--- src/rtl/clkdiv_dual.sv ---
module clkdiv_dual #(
  parameter int SETTLE_CYCLES = 100
) (
  input  logic       clk_in,
  input  logic [1:0] en_code,
  input  logic [1:0] s1_code,
  input  logic [1:0] s0_code,
  output logic       out0,
  output logic       out0_oe,
  output logic       out1,
  output logic       out1_oe
);
  localparam int CW = $clog2(SETTLE_CYCLES + 1);
  localparam logic [1:0] PH_OFF = 2'd0, PH_SETTLE = 2'd1, PH_LOW = 2'd2, PH_RUN = 2'd3;

  logic [1:0]    phase;
  logic [CW-1:0] settle_cnt;
  logic [2:0]    div;
  logic          on0_q, on1_q, on0_d, on1_d;
  logic [1:0]    r0_q, r1_q, r0_d, r1_d;
  logic          gate0, gate1;
  logic          tap0, tap1;
  logic          en_low;

  assign en_low = (en_code == 2'b00);

  always_comb begin
    case ({en_code, s1_code, s0_code})
      6'b01_00_01: {on0_d, r0_d, on1_d, r1_d} = 6'b100_100;
      6'b01_01_10: {on0_d, r0_d, on1_d, r1_d} = 6'b100_101;
      6'b10_00_00: {on0_d, r0_d, on1_d, r1_d} = 6'b100_110;
      6'b01_00_10: {on0_d, r0_d, on1_d, r1_d} = 6'b101_101;
      6'b10_00_10: {on0_d, r0_d, on1_d, r1_d} = 6'b101_110;
      6'b01_00_00: {on0_d, r0_d, on1_d, r1_d} = 6'b110_110;
      6'b01_10_00: {on0_d, r0_d, on1_d, r1_d} = 6'b110_111;
      6'b01_01_01: {on0_d, r0_d, on1_d, r1_d} = 6'b111_100;
      6'b10_10_00: {on0_d, r0_d, on1_d, r1_d} = 6'b111_110;
      6'b10_10_10: {on0_d, r0_d, on1_d, r1_d} = 6'b000_110;
      default:     {on0_d, r0_d, on1_d, r1_d} = 6'b000_000;
    endcase
  end

  always_ff @(posedge clk_in) begin
    if (en_low) begin
      phase      <= PH_OFF;
      settle_cnt <= '0;
      div        <= '0;
      on0_q      <= 1'b0;
      on1_q      <= 1'b0;
      r0_q       <= 2'd0;
      r1_q       <= 2'd0;
    end else begin
      on0_q <= on0_d;
      on1_q <= on1_d;
      r0_q  <= r0_d;
      r1_q  <= r1_d;
      case (phase)
        PH_OFF: begin
          phase      <= PH_SETTLE;
          settle_cnt <= '0;
        end
        PH_SETTLE: begin
          if (settle_cnt == CW'(SETTLE_CYCLES - 1)) phase <= PH_LOW;
          else settle_cnt <= settle_cnt + 1'b1;
        end
        PH_LOW:  phase <= PH_RUN;
        default: div <= div + 3'd1;
      endcase
    end
  end

  always_ff @(negedge clk_in) begin
    if (en_low) begin
      gate0 <= 1'b0;
      gate1 <= 1'b0;
    end else begin
      gate0 <= (phase == PH_RUN) && on0_q && (r0_q == 2'd0);
      gate1 <= (phase == PH_RUN) && on1_q && (r1_q == 2'd0);
    end
  end

  always_comb begin
    case (r0_q)
      2'd0:    tap0 = clk_in & gate0;
      2'd1:    tap0 = div[0];
      2'd2:    tap0 = div[1];
      default: tap0 = div[2];
    endcase
    case (r1_q)
      2'd0:    tap1 = clk_in & gate1;
      2'd1:    tap1 = div[0];
      2'd2:    tap1 = div[1];
      default: tap1 = div[2];
    endcase
  end

  assign out0    = (phase == PH_SETTLE) || ((phase == PH_RUN) && on0_q && tap0);
  assign out1    = (phase == PH_RUN) && on1_q && tap1;
  assign out0_oe = (phase == PH_SETTLE) || (phase == PH_LOW) || ((phase == PH_RUN) && on0_q);
  assign out1_oe = (phase == PH_SETTLE) || (phase == PH_LOW) || ((phase == PH_RUN) && on1_q);
endmodule

--- config.mk ---
export PLATFORM = sky130hd
export DESIGN_NAME = clkdiv_dual
export DESIGN_NICKNAME = d
export VERILOG_FILES = /design/src/rtl/clkdiv_dual.sv
export SDC_FILE = /design/constraint.sdc
export NUM_CORES = 1
export LEC_CHECK = 0
export ABC_AREA = 1
export BUFFER_PORTS_ARGS = -buffer_cell sky130_fd_sc_hd__buf_2
export CELL_PAD_IN_SITES_DETAIL_PLACEMENT = 2
export CELL_PAD_IN_SITES_GLOBAL_PLACEMENT = 2
export CORE_MARGIN = 2
export CORE_UTILIZATION = 29
export CTS_CLUSTER_DIAMETER = 40
export DETAILED_ROUTE_END_ITERATION = 6
export HOLD_SLACK_MARGIN = 0.05
export PLACE_DENSITY = 0.84
export RECOVER_POWER = 100
export SETUP_SLACK_MARGIN = 0.1
export SLEW_MARGIN = 20
export SYNTH_ARGS = -nofsm -noshare
export SYNTH_HDL_FRONTEND = slang
export SYNTH_SLANG_ARGS = --single-unit
--- constraint.sdc ---
create_clock -name clk_in -period 1.2 [get_ports clk_in]
set_input_delay 0.12 -clock clk_in [delete_from_list [all_inputs] [get_ports clk_in]]
set_output_delay 0.12 -clock clk_in [all_outputs]
set_load 0.03 [all_outputs]
* After elaboration in Yosys (flattened, before gate mapping)
Cells that the tools add are included.
Widths: inputs -> output; s select.
** Operators by class
- Add/subtract/negate cells :: 2
- Equality and inequality tests :: 20
- Mux-type cells :: 10
- Bitwise gates (word level) :: 2
- Reduce and logical (&&, ||, !) cells :: 26
** Operators by type and width (number)
- $eq 6x5->1 const B :: 6
- $eq 6x6->1 const B :: 4
- $pmux 2 s3 :: 3
- $pmux 7 s2 :: 1
- $reduce_or 10->1 :: 1
- $reduce_or 9->1 :: 1
- $eq 2x2->1 const B :: 4
- $logic_not 2->1 :: 4
- $reduce_or 2->1 :: 4
- $add 7x1->7 const B :: 1
- $eq 7x7->1 const B :: 1
- $mux 7 :: 1
- $eq 2x1->1 const B :: 3
- $logic_and 1x1->1 :: 6
- $pmux 1 s3 :: 2
- $reduce_or 5->1 :: 1
- $logic_or 1x1->1 :: 4
- $ne 2x2->1 const B :: 2
- $reduce_and 2->1 :: 2
- $add 3x1->3 const B :: 1
- $reduce_bool 3->1 :: 1
- $reduce_or 3->1 :: 1
- $and 1x1->1 :: 2
- $mux 1 :: 2
- other kinds (2) :: 2
** Word-level totals
- Flip-flop bits (word level) :: 20
- Input port bits :: 7
- Output and inout port bits :: 4
- Logic and storage cells :: 69

* Longest topological paths before layout
- Word-level depth :: 4
- Depth in mapped cells :: 10
- Depth with buffers taken out :: 10

==> results.md <==
- Busiest grt layer: met2
- Worst IR Drop VDD: 576.8 uV
- Startpoint types: register
- Starting density of the core: 30.28%
- Placed instance area: 0.001418 sq mm
- MaxCap Viol Count: 0
- Hold depth: 4
- Register-to-register setup slack: -280 ps
- Routed WL: 6307 um
- Row cnt: 22
- Post-route setup slack: -874.8 ps
- Largest net degree at the start of global routing: 12
- Status: finished, violations left
- Clk_lat worst skew: 500 ps
- Syn Inst Count: 161
- Number of synthesized register bits: 20
- Dominant synthesized flop cell: dfxtp_1
- Crit path kind: register to output pin
- Routability cong.: 0.8123
- Vias per cell: 5.320
- Dpl ws: -375.0 ps
- Final Power: 4.222 mW
- Number of global-route vias before repair: 1,600
- Pleak: 0.8164 nW
- Gr usage total: 29.77%
- Register clock-pin slew on the reported worst setup and hold paths: 90 ps
- RR Endpoint: gate1
- Reg2Reg Depth: 3
- Drt pass-1 iters: 4
- Required time worst endpoint: 1080 ps
- Synth area leaders: dfxtp_1 (36%), nand2_1 (11%), nand3_1 (9.0%)
- Post-route design area: 0.001789 sq mm
- Core area: 0.003661 sq mm
- Final ANT Viol Nets: 0
- Actual slew at the worst max-slew pin: 316.2 ps
- Hold_buf cts: 0
- P&R area growth vs syn: 61.40%
- Hold crit path type: primary input to register
- Hold path startpoint: s1_code[0]
- Vias after detailed routing: 1,346
- RSZ-0062 raised after global routing: yes
- Antenna violations before repair: 0
- Setup-failing EPs final: 25
- Setup Skew: 103.2 ps
- Met3 Usage GRT: 7.155%
- TritonCTS clock tree: done
- PortBufs: 10
- Power density over the cells: 2360 mW/mm^2
- Met2 Usage GRT: 51.77%
- Die area: 0.004333 sq mm
- Top Ports: 11
- Post-synth EDFFs: 0
- First-pass GRT wire length: 8818 um
- Worst EP arrival: 1950 ps
- Ys async rst share: 0%
- Grt total ovfl: 0
- Layout cells sized above 1: 49.27%
- Syn avg cell area: 6.885 sq um
- Commonest cells post-synth: nand2_1 (33), inv_1 (21), nor2_1 (21)
- Final Hold Slack: 138.5 ps
- Leading area contributor after synthesis: dfxtp_1
- DRC violations left: 0
- Sequential area share after synthesis: 36.12%
- Wire per inst: 24.93 um
- Synth top area share: 36.12%
- Mapped Nets: 174
- Nets: 218
- Post-synthesis cell type count: 24
- Die W: 65.83 um
- Die H: 65.83 um
- Relative slew slack: 78.85%
- Met1 Use GR: 29.50%
- Worst Path Max Fanout: 1
- Dpl hpwl: 3196 um
- CP Capture Type: output pin
- Iter 0 DRT Violations: 18
- R2r startpoint: phase[1]
- Hold endpoint: on1_q
- Pins over their slew limit: 0
- Violated checks: setup timing
- Synth warnings: 0
- Inserted Diodes: 0
- Count leader, synth: nand2_1
- Fin. Hold Viols: 0
- Cell Area, Synth: 0.001109 sq mm
==> stage by stage <==
step | cells | util, % | TNS [ps]
final | 253 | 48.87 | -4970
after floorplan | 161 | - | -999.9
after global routing | 253 | 48.87 | -5594
after CTS | 249 | 46.34 | -3897
after global placement | 238 | 38.72 | -2022
after detailed placement | 238 | 38.72 | -3367
==> metal layers <==
layer	vias to the layer above	share of wire, %
met5	-	0
met3	36	3.3
met1	656	41
li1	610	-
met2	44	49
met4	0	7.2
==> worst max path at each step <==
stage	from	endpoint	slack [ps]
after CTS	gate0	out0	-920
after detailed placement	gate0	out0	-380
after global placement	gate0	out0	-370
final	gate0	out0	-870
after floorplan	phase[0]	gate1	-260
after global routing	gate0	out0	-930
==> cells in the final DEF (no fill, tap or decap), types with 4 or more instances in the layout <==
cell / n
a21oi_2: 8
buf_2: 5
buf_4: 22
buf_6: 5
clkbuf_8: 6
dfxtp_1: 8
dfxtp_2: 11
ha_4: 4
inv_1: 17
inv_2: 5
nand2_1: 25
nand2_2: 5
nand2_4: 4
nand3_1: 18
nor2_1: 18
nor2_2: 4
==> flip-flops by register name, summed over array words and instances (netlist names) <==
signal and count:
settle_cnt 7, div 3, phase 2, r0_q 2
r1_q 2, gate0 1, gate1 1, on0_q 1
on1_q 1
==> cells by family (layout without fill, tap and decap cells) <==
logic type	Yosys count	count (layout)	share of synthesized area (%)
flops	20	20	36.12
buf+inv	24	68	8.127
fa+ha+maj	6	6	6.772
xor+xnor	1	1	0.7902
compound gates	21	21	10.61
simple gates	89	89	37.59
==> power by group <==
group	internal [mW]	total (mW)	switching, mW
combinational	0.783	2.09	1.31
sequential	0.808	0.972	0.164
clock	0.621	1.16	0.538
total	2.21	4.22	2.01
==> what timing repair did <==
action,in CTS,in global routing
buffers inserted,1,4
gates cloned,0,0
setup endpoints to repair,27,27
resized for setup,47,20
pin swaps,7,5
==> critical path, stage by stage, from the launching register on <==
cell and delay [ps]:
dfxtp_2 320, nand2_2 60, o31ai_4 180, nand2_2 100, nand2_4 80, buf_6 130
==> cell type report <==
class / count / area (sq um)
clock buffer: 10 / 123.9
clock inverter: 3 / 11.26
fill: 391 / 1872
inverter: 23 / 95.09
multi-input combinational: 117 / 849.6
sequential: 20 / 417.9
tap: 48 / 60.06
timing repair buffer: 32 / 231.5
(Power assumes the default switching activity.)
